**src/rtl/be_latch_regslave.sv**
```systemverilog
module be_latch_regslave #(
  parameter int ADDR_W      = 6,
  parameter int WAIT_STATES = 2
) (
  input  logic              clk,
  input  logic              rst,
  input  logic [ADDR_W-1:0] address,
  input  logic              read,
  input  logic              write,
  input  logic [31:0]       writedata,
  input  logic [3:0]        byteenable,
  output logic [31:0]       readdata,
  output logic              waitrequest
);
  localparam int WORDS = 1 << (ADDR_W - 2);
  localparam int CNT_W = (WAIT_STATES > 1) ? $clog2(WAIT_STATES) : 1;

  logic [31:0]       regs [WORDS];
  logic [3:0]        be_q;
  logic              busy;
  logic [CNT_W-1:0]  cnt;
  logic [ADDR_W-3:0] widx;
  logic              req, last, mask_ok;
  logic [31:0]       lane_m;

  assign req   = read | write;
  assign widx  = address[ADDR_W-1:2];
  assign last  = busy && (cnt == '0);
  assign waitrequest = req && !last;

  always_comb begin
    case (be_q)
      4'b0001, 4'b0010, 4'b0100, 4'b1000,
      4'b0011, 4'b1100, 4'b1111: mask_ok = 1'b1;
      default:                   mask_ok = 1'b0;
    endcase
  end

  always_comb
    for (int i = 0; i < 4; i++) lane_m[8*i +: 8] = {8{be_q[i]}};

  assign readdata = (last && read && mask_ok) ? (regs[widx] & lane_m) : 32'd0;

  always_ff @(posedge clk) begin
    if (rst) begin
      busy <= 1'b0;
      cnt  <= '0;
      be_q <= '0;
    end else if (!busy) begin
      if (req) begin
        busy <= 1'b1;
        be_q <= byteenable;
        cnt  <= CNT_W'(WAIT_STATES - 1);
      end
    end else if (last) begin
      busy <= 1'b0;
    end else begin
      cnt <= cnt - 1'b1;
    end
  end

  always_ff @(posedge clk) begin
    if (rst) begin
      for (int w = 0; w < WORDS; w++) regs[w] <= '0;
    end else if (last && write && mask_ok) begin
      for (int i = 0; i < 4; i++)
        if (be_q[i]) regs[widx][8*i +: 8] <= writedata[8*i +: 8];
    end
  end


  wait_on_start_chk: assert property (@(posedge clk) disable iff (rst)
    (req && !busy) |-> waitrequest);


  mask_hold_chk: assert property (@(posedge clk) disable iff (rst)
    (busy && !last) |=> $stable(be_q));


  bad_mask_nowrite_chk: assert property (@(posedge clk) disable iff (rst)
    (last && write && !mask_ok) |=> regs[$past(widx)] == $past(regs[widx]));


  dead_lane_zero_chk: assert property (@(posedge clk) disable iff (rst)
    (last && read) |-> ((readdata & ~lane_m) == 32'd0));


  idle_read_zero_chk: assert property (@(posedge clk) disable iff (rst)
    !(last && read) |-> (readdata == 32'd0));
endmodule

```
**config.mk**
```make
export PLATFORM = sky130hd
export DESIGN_NAME = be_latch_regslave
export DESIGN_NICKNAME = d
export VERILOG_FILES = /design/src/rtl/be_latch_regslave.sv
export SDC_FILE = /design/constraint.sdc
export NUM_CORES = 1
export LEC_CHECK = 0
export ABC_AREA = 1
export BUFFER_PORTS_ARGS = -buffer_cell sky130_fd_sc_hd__buf_2
export CAP_MARGIN = 10
export CORE_MARGIN = 10
export CORE_UTILIZATION = 30
export DETAILED_ROUTE_END_ITERATION = 8
export SYNTH_ARGS = -nofsm -noshare
export SYNTH_HDL_FRONTEND = slang
export SYNTH_SLANG_ARGS = --single-unit
```
**constraint.sdc**
```tcl
create_clock -name clk -period 2 [get_ports clk]
set_input_delay 0 -clock clk [delete_from_list [all_inputs] [get_ports clk]]
set_output_delay 0 -clock clk [all_outputs]
set_load 0.02 [all_outputs]
```
==> results by stage, run 1 <==
STA:
- Based on the critical path, the design can be clocked at up to between 0.4 and 0.5 GHz.
- Setup violations remaining at the end of the flow were counted as 7.
- The worst path in the final design needs a cycle of 2.03 ns, including I/O delays and setup.
- The slack of the critical path is -0.0297 ns.
- Of the available clock period, the critical path in the final layout requires 101%.
- The number of max-slew violations in the final report is 0.
- The final number of hold-violating endpoints is 0.
- The worst hold slack is 0.0312 ns.
- The transition time at the pin with the least slew margin is 0.740 ns.
- In this run the tightest slew margin relative to its limit is 50.6%.
- Setup repair after global routing could not meet its margin everywhere.
- The largest clock skew in the final design is 0.0218 ns.

Synthesis:
- The multiplexer share of the synthesized area is 0%.
- The number of enable-type register cells in the synthesized netlist is 512.
- The Yosys warning count is 0.
- Of the total synthesized cell area, the portion taken by full adders, half adders and majority gates is 0%.
- In the post-synthesis netlist, the biggest area contributors are sky130_fd_sc_hd__edfxtp_1, sky130_fd_sc_hd__nand2_1, sky130_fd_sc_hd__nor3_2.
- The flip-flop and latch count after synthesis is 518.
- The number of different library cells used by synthesis comes to 24.
- In the synthesized netlist the async set-or-reset flop fraction comes to 0%.
- Ranked by instance count, the synthesized netlist is headed by sky130_fd_sc_hd__nand2_1, sky130_fd_sc_hd__edfxtp_1, sky130_fd_sc_hd__nor3_1, sky130_fd_sc_hd__nor3_2, sky130_fd_sc_hd__clkbuf_1.
- In the synthesized netlist, the number of instances is 2854.
- By area, the combinational part of the netlist is dominated by simple AND/OR/NAND/NOR gates.
- The post-synthesis net count is around 2.9k.
- Sequential cells were found to cover 58.1% of the synthesized design area.
- The most instantiated library cell after synthesis is sky130_fd_sc_hd__nand2_1.
- In the synthesized netlist the dominant register cell turns out to be sky130_fd_sc_hd__edfxtp_1.
- The fraction of synthesized cell area taken by the top area cell type is 57.7%.
- The area of the mapped netlist is about 27000 um^2.
- The fraction of synthesized cell area in xor and xnor cells is 0%.
- The synthesized-area fraction occupied by ao, oa, aoi and oai cells is 1.42%.
- The basic-gate share of the synthesized area counting and, or, nand and nor cells is 35.1%.
- Of all cell types, the one taking the most synthesized area is sky130_fd_sc_hd__edfxtp_1.
- The mean instance size in the synthesized netlist is between 9 and 10 um^2.

Floorplan:
- The initial utilization of the core area, before any placement, comes to 30.2%.
- The initialized floorplan defines 109 standard-cell rows.
- The region available for standard cell placement spans 88200 um^2.
- The die outline area is 101000 um^2.
- Pin placement for this block handled 79 I/O pins.
- The width of the die is 318 um.
- In this run the vertical extent of the chip is 318 um.

Critical path:
- The setup slack of the most critical reg-to-reg path is 0.05 ns.
- The capturing element of the worst setup path is readdata[26].
- The endpoint of the worst register-to-register path is regs[12][11].
- The worst register-to-register path has a depth of 10.
- In this run the worst path has a maximum fanout of 8.
- The origin of the worst setup path is be_q[1].
- The data arrival time of the critical path is 2.03 ns.
- STA puts the critical path data required time at roughly 2 ns.
- The startpoint identified for the worst register-to-register timing path is be_q[1].
- STA classifies the critical path endpoint as a primary output.
- The type of origin of the critical path is a flop.
- The start-to-end type of the worst setup path is reg2out.

GRT:
- The number of global-route vias before repair is 19.7k.
- The first global-routing pass estimated 116000 um of wire.
- The number of antenna violations at the first check in global routing is 2.
- Global routing used 14.5% of the available tracks.
- The total global routing overflow is 0.
- Entering global routing, the biggest net connects 79 pins.
- The met3 layer usage reported by global route is 1.89%.
- In the global route stage, met1 resource usage came out at 19.0%.
- For met2 alone, demand over resource in global routing was 24.6%.
- The layer flagged by global routing as most heavily used is met2.

Drt:
- In the routed layout, each cell is associated on average with a via count of roughly 4.7.
- The pre-antenna-repair detailed-routing pass consisted of 5 iterations.
- In this run, the number of DRC markers left after iteration 0 of detailed routing was 1639.
- The wire length after detailed routing is 76200 um.
- The final routed wire length divided by cell count is ~18 um.
- The detailed router placed between 20k and 25k vias in this run.
- The remaining antenna violation count after routing is 0.
- For this run, design rule violations remaining after detail routing come to 0.

Place:
- At the end of routability-driven placement, the weighted congestion stood at slightly above 0.8.
- The HPWL after detailed placement is 49300 um.
- Port buffering added 76 buffers.

Clock network:
- The clock tree synthesis step divided the H-tree into 2 levels.
- The cell at the root of the clock tree is sky130_fd_sc_hd__clkbuf_16.
- Clock tree synthesis found a total of 518 sinks.
- The maximum buffer depth of the clock tree is 3.
- The clock-pin slew of the registers on the worst-case setup and hold paths is roughly 0.060 ns.
- At the later pin of the worst-skew pair, clock insertion delay measures 0.61 ns.
- The number of buffers created by CTS is 54.
- The clock tree from TritonCTS is yes.

Power:
- For this design the static power due to leakage is 12.4 nW.
- The clock share of power is 39.0%.
- Dividing total power by cell area gives a power density of roughly 760 nW/um^2.
- The sequential share of power is 50.9%.
- Net switching is 25.0% of the power.
- IR analysis of the VDD net gives a maximum drop of 0.649 mV.
- The internal power consumption is 18.2 mW.
- The combinational share of power is between 10% and 20%.
- The switching component of the power is 6.06 mW.

Final layout:
- The post-route netlist has 24.0% of its cells at a drive strength greater than 1.
- 0 antenna diodes ended up in the layout.
- The final design utilization is 36.4%.
- After the last flow step, the layout net total stands at a little over 3k.
- From synthesis to final layout, the design area changed by 20.5%.

Outcome:
- The checks that failed: setup timing.
- The flow ran to the end, but the final reports show violations.

Worst hold path:
- The type of the worst min-delay path is in2reg.

Run:
- Max-cap violations in this run came to 0.
[cells in the final DEF (no fill, tap or decap), types with 3 or more instances in the layout]
master / count
sky130_fd_sc_hd__a21oi_1: 5
sky130_fd_sc_hd__o21ai_2: 13
sky130_fd_sc_hd__nor2_2: 5
sky130_fd_sc_hd__nand2_2: 9
sky130_fd_sc_hd__clkbuf_8: 5
sky130_fd_sc_hd__nor3_1: 267
sky130_fd_sc_hd__nor2_1: 38
sky130_fd_sc_hd__clkbuf_16: 59
sky130_fd_sc_hd__o21ai_1: 12
sky130_fd_sc_hd__buf_2: 42
sky130_fd_sc_hd__nand2_4: 3
sky130_fd_sc_hd__buf_4: 215
sky130_fd_sc_hd__nand4_4: 4
sky130_fd_sc_hd__buf_12: 25
sky130_fd_sc_hd__nand2_1: 1354
sky130_fd_sc_hd__inv_2: 3
sky130_fd_sc_hd__o21ai_4: 3
sky130_fd_sc_hd__nor2_4: 37
sky130_fd_sc_hd__clkbuf_1: 15
sky130_fd_sc_hd__dlygate4sd3_1: 17
sky130_fd_sc_hd__nor3_2: 245
sky130_fd_sc_hd__clkinv_2: 3
sky130_fd_sc_hd__clkinv_1: 15
sky130_fd_sc_hd__nand4_1: 5
sky130_fd_sc_hd__dfxtp_4: 3
sky130_fd_sc_hd__buf_6: 51
sky130_fd_sc_hd__edfxtp_1: 512
sky130_fd_sc_hd__o21ai_0: 41
sky130_fd_sc_hd__inv_1: 42
[logic make-up after synthesis]
group,Yosys count
compound gates,75
buf+inv,293
flops,518
simple gates,1968
[through the flow]
step / setup TNS (ns) / power, mW / worst slack, ns / std cells / instance area (um^2)
floorplan: -29.21 / 13.9 / -0.0711 / 2854 / 26700
global placement: 0 / 14.8 / 0.0439 / 4094 / 29400
detailed placement: 0 / 14.8 / 0.0479 / 4094 / 29400
CTS: -0.192 / 24.3 / -0.0307 / 4217 / 31600
global route: -1.92 / 25.1 / -0.107 / 4227 / 32100
finish: -0.0860 / 24.3 / -0.0297 / 4227 / 32100
[sequential cells by signal, summed over array words and instances, names as in the netlist]
name / cells
regs: 512
be_q: 4
busy: 1
cnt: 1
[metal layers]
metal | wire (um) | share of wire, % | up-vias
met5 | 0 | 0 | -
met4 | 1890 | 2.5 | 0
met3 | 3940 | 5.2 | 115
met2 | 37100 | 49 | 526
met1 | 33200 | 44 | 9598
li1 | - | - | 9837
[critical path: stages (launching register included)]
cell                      delay (ns)
sky130_fd_sc_hd__dfxtp_4        0.36
sky130_fd_sc_hd__nor2_4         0.16
sky130_fd_sc_hd__nor2_4         0.06
sky130_fd_sc_hd__nand2_4        0.07
sky130_fd_sc_hd__buf_6          0.10
sky130_fd_sc_hd__buf_6          0.09
sky130_fd_sc_hd__nand4_1        0.09
sky130_fd_sc_hd__buf_6          0.18
sky130_fd_sc_hd__nor2_1         0.13
sky130_fd_sc_hd__buf_4          0.15
[how the worst min path moves through the flow]
stage	startpoint	slack (ns)	depth (start not counted)	end
4_1_cts	writedata[14]	0.0006	4	regs[4][14]
2_1_floorplan	rst	0.07	1	busy
5_1_grt	writedata[23]	0.02	4	regs[13][23]
3_3_place_gp	rst	0.33	2	busy
6_report	writedata[1]	0.03	4	regs[5][1]
3_5_place_dp	rst	0.34	2	busy
[area by class of cell]
cell class                 instances  area [um^2]
multi-input combinational       2043        10100
tap                             1165         1460
fill                            8761        56100
timing repair buffer             356         3210
sequential                       518        15500
clock buffer                      73         1460
inverter                          47          186
clock inverter                    25          161
[timing repair]
action / 4_1_cts / 5_1_grt
endpoints found under the setup margin: 30 / 390
pin swaps: 16 / 19
endpoints found under the hold margin: 32 / 0
setup buffers: 8 / 5
cloned: 0 / 5
hold buffers: 17 / 0
resized for setup: 109 / 94
[power by group through the flow]
| stage | clock network [mW] | registers (mW) | logic (mW) |
|---|---|---|---|
| global placement | 0 | 12.6 | 2.26 |
| global route | 10.1 | 12.4 | 2.67 |
| detailed placement | 0 | 12.6 | 2.27 |
| floorplan | 0 | 12.6 | 1.34 |
| finish | 9.47 | 12.4 | 2.44 |
| CTS | 9.61 | 12.4 | 2.38 |
Note: power is estimated with default switching activity, not from simulation.
==> run 2: changes to the inputs <==
--- a/config.mk
+++ b/config.mk
@@ -10,6 +10,7 @@
 export CAP_MARGIN = 10
 export CORE_MARGIN = 10
 export CORE_UTILIZATION = 30
+export CTS_CLUSTER_SIZE = 16
 export DETAILED_ROUTE_END_ITERATION = 8
 export SYNTH_ARGS = -nofsm -noshare
 export SYNTH_HDL_FRONTEND = slang
==> constraint.sdc (replaced) <==
create_clock -name clk -period 1.7 [get_ports clk]
set_input_delay 0 -clock clk [delete_from_list [all_inputs] [get_ports clk]]
set_output_delay 0 -clock clk [all_outputs]
set_load 0.02 [all_outputs]
==> run 2 against run 1 <==
- final area rose by 3.7%
- clock power rose by 26%
- first-iteration DRC count rose by 20%
- critical path depth did not move
- worst hold slack got worse by 0.0022 ns
- the flow still finishes with violations (setup timing)
- total power rose by 22%
- largest cell class unchanged
- combinational power rose by 28%
==> results by stage, run 2 (synthesis gave the netlist of run 1 again) <==
Floorplan:
- The floorplan has 109 rows.
- The die is approximately 320 um wide.
- The effective utilization at floorplan is 30.2%.
- The total I/O pin count is 79.
- The total area inside the core boundary comes to 88200 um^2.
- Measured along the y axis, the die boundary spans 318 um.
- The die covers 101000 um^2.

Power:
- The leakage power total is 12.9 nW.
- IR analysis of the VDD net gives a maximum drop of 0.693 mV.
- The power per standard cell area is 887 nW/um^2.

Clock network:
- The clock-pin slew of the registers on the worst-case setup and hold paths is 0.06 ns.
- The H-tree generated during clock tree synthesis spans 2 levels.
- For the worst-skew pair, the clock arrives at the later sink with an insertion delay of 0.61 ns.
- The number of buffers created by CTS is 53.
- TritonCTS built the clock tree.
- The total number of clock tree sinks is around 520.
- The cell at the root of the clock tree is sky130_fd_sc_hd__clkbuf_16.
- The maximum buffer depth of the clock tree is 3.

Critical path:
- The endpoint kind of the worst setup timing path is a primary output.
- The critical path is of the reg2out type.
- The startpoint of the worst register-to-register path is be_q[3].
- The type of origin of the critical path is a flop.
- For the worst setup path, the data required time is 1.70 ns.
- The data arrival time of the critical path is 2.04 ns.
- The largest driver fanout on the critical path is 8.
- The origin of the worst setup path is be_q[3].

Worst hold path:
- The worst hold path begins at writedata[20].
- The type of the worst min-delay path is in2reg.

STA:
- The final critical delay including setup and external delays is between 2 and 2.5 ns.
- Across all setup checks in the final design, the least slack found is -0.339 ns.
- The number of max-slew violations in the final report was 0.
- The largest clock skew in the final design is 0.0175 ns.
- After layout, the worst path uses 120% of the clock period.
- The final number of hold-violating endpoints is 0.
- For this run, the top clock speed supported by timing is 0.490 GHz.
- The worst hold slack is 0.0290 ns.
- For the pin with the worst max-slew slack, the measured transition is 0.466 ns.
- Setup repair after global routing could not meet its margin everywhere.
- Setup violations remaining at the end of the flow were counted as 730.
- The worst relative slew slack is between 60% and 70%.

Final layout:
- Leaving out filler cells and counting taps, the final layout contains 4269.
- The number of nets in the finished design is 3107.
- The area growth from synthesis to layout is 24.9%.
- Across the whole layout, storage elements account for 15500 um^2.
- The library cells used most frequently in the layout, excluding fill and tap cells, are sky130_fd_sc_hd__nand2_1, sky130_fd_sc_hd__edfxtp_1, sky130_fd_sc_hd__nor3_2.
- The register with the most flip-flops is regs.
- Of the cells placed in the final design, the portion with a size suffix greater than 1 is 27.6%.
- Cells fill 37.8% of the core in the end.
- 0 antenna diodes ended up in the layout.
- The layout filler cell count is between 8k and 9k.
- The largest registers in the layout are regs x512, be_q x4.
- The register with the most flip-flops in the layout has between 500 and 600 of them.
- The multi-input combinational cells in the finished layout cover a total of 10400 um^2.
- The commonest non-fill, non-tap cell in the layout is sky130_fd_sc_hd__nand2_1.

Place:
- The congestion estimate from routability-driven global placement came to 0.879.
- Detailed placement finished with a half-perimeter wire length of 51900 um.
- The cell total after placement is roughly 4.1k.
- The count of buffers added on input and output ports is 76.

GRT:
- The number of antenna violations at the first check in global routing is 0.
- The total global routing overflow is 0.
- The number of global-route vias before repair is 20.2k.
- The maximum number of pins on one net before global-route repair is 61.
- The first global-routing pass estimated ~120000 um of wire.
- The total global routing track utilization is between 10% and 20%.

Drt:
- The detailed-routing iteration count for the pre-antenna-repair pass is 5.
- For this run, design rule violations remaining after detail routing come to 0.
- The detail route stage leaves a number of antenna-violating nets equal to 0.
- The wire length after detailed routing is 77900 um.
- Across all layers, the routed design uses approximately 20k vias.
- The final routed wire length divided by cell count is roughly 18 um.
- The initial detailed-routing violation count is 1967.
- After detailed routing, the number of vias per cell comes to about 4.8.

Outcome:
- The final reports fail on setup timing.
- The run finished, with violations left.

Run:
- The count of maximum capacitance violations is 0.
## run 2: changes by cell type in the layout (fill, tap and decap cells not counted), moves of 7 or more
cell / before / now
sky130_fd_sc_hd__buf_12: 25 / 66
sky130_fd_sc_hd__buf_4: 215 / 208
sky130_fd_sc_hd__buf_6: 51 / 64
sky130_fd_sc_hd__clkinv_1: 15 / 8
sky130_fd_sc_hd__nor2_1: 38 / 28
sky130_fd_sc_hd__nor2_2: 5 / 16
sky130_fd_sc_hd__nor3_1: 267 / 244
sky130_fd_sc_hd__nor3_2: 245 / 268
sky130_fd_sc_hd__o21ai_0: 41 / 5
sky130_fd_sc_hd__o21ai_2: 13 / 50
## run 2: layout make-up
type | count | share of cell area (%)
timing repair buffer | 398 | 12.1
tap | 1165 | 4.38
sequential | 518 | 46.5
clock buffer | 73 | 4.42
clock inverter | 25 | 0.826
inverter | 47 | 0.563
multi-input combinational | 2043 | 31.2
## run 2: report_power, final
| part | leakage [nW] | switching [mW] | internal (mW) |
|---|---|---|---|
| combinational | 6.74 | 2.12 | 0.999 |
| sequential | 5.35 | 0.126 | 14.4 |
| clock | 0.854 | 4.94 | 6.95 |
## run 2: routing by layer
metal / global-route usage [%] / vias to the layer above / share of wire (%)
met2: 24.7 / 614 / 47
met1: 20.0 / 9760 / 44
met3: 2.15 / 114 / 6.5
li1: - / 9927 / -
met5: 0 / - / 0
met4: 4.69 / 0 / 2.7
## run 2: path summary, 6_finish.rpt
kind                   to  slack [ns]  cells after the start
max          readdata[15]       -0.34                      9
min          regs[10][20]        0.03                      4
max reg2reg   regs[12][0]       -0.20                      9
min reg2reg       be_q[0]        0.53                      2
## run 2: worst max-delay path, cell delays in order, from the launching register on
cell and delay, ns:
sky130_fd_sc_hd__dfxtp_2 0.36, sky130_fd_sc_hd__buf_6 0.11, sky130_fd_sc_hd__nand4_1 0.12, sky130_fd_sc_hd__nand2_4 0.10, sky130_fd_sc_hd__buf_6 0.10, sky130_fd_sc_hd__nand4_1 0.08
sky130_fd_sc_hd__buf_6 0.18, sky130_fd_sc_hd__nor2_4 0.11, sky130_fd_sc_hd__buf_6 0.15, sky130_fd_sc_hd__buf_6 0.12
## run 2: stage by stage
step	setup TNS, ns	setup slack [ns]	power, mW	cell area, um^2
after detailed placement	-22.93	-0.133	17.7	30500
after floorplan	-61.14	-0.153	16.4	26800
after global routing	-143.54	-0.456	30.5	33300
after CTS	-93.67	-0.373	29.6	32800
after global placement	-17.05	-0.131	17.7	30500
final	-77.24	-0.339	29.5	33300
## run 2: timing repair
action | 4_1_cts | 5_1_grt
buffers inserted | 5 | 6
pin swaps | 13 | 17
hold buffers | 11 | 0
endpoints found under the hold margin | 22 | 0
setup endpoints to repair | 545 | 1014
gates cloned | 0 | 1
gates resized for setup | 118 | 107
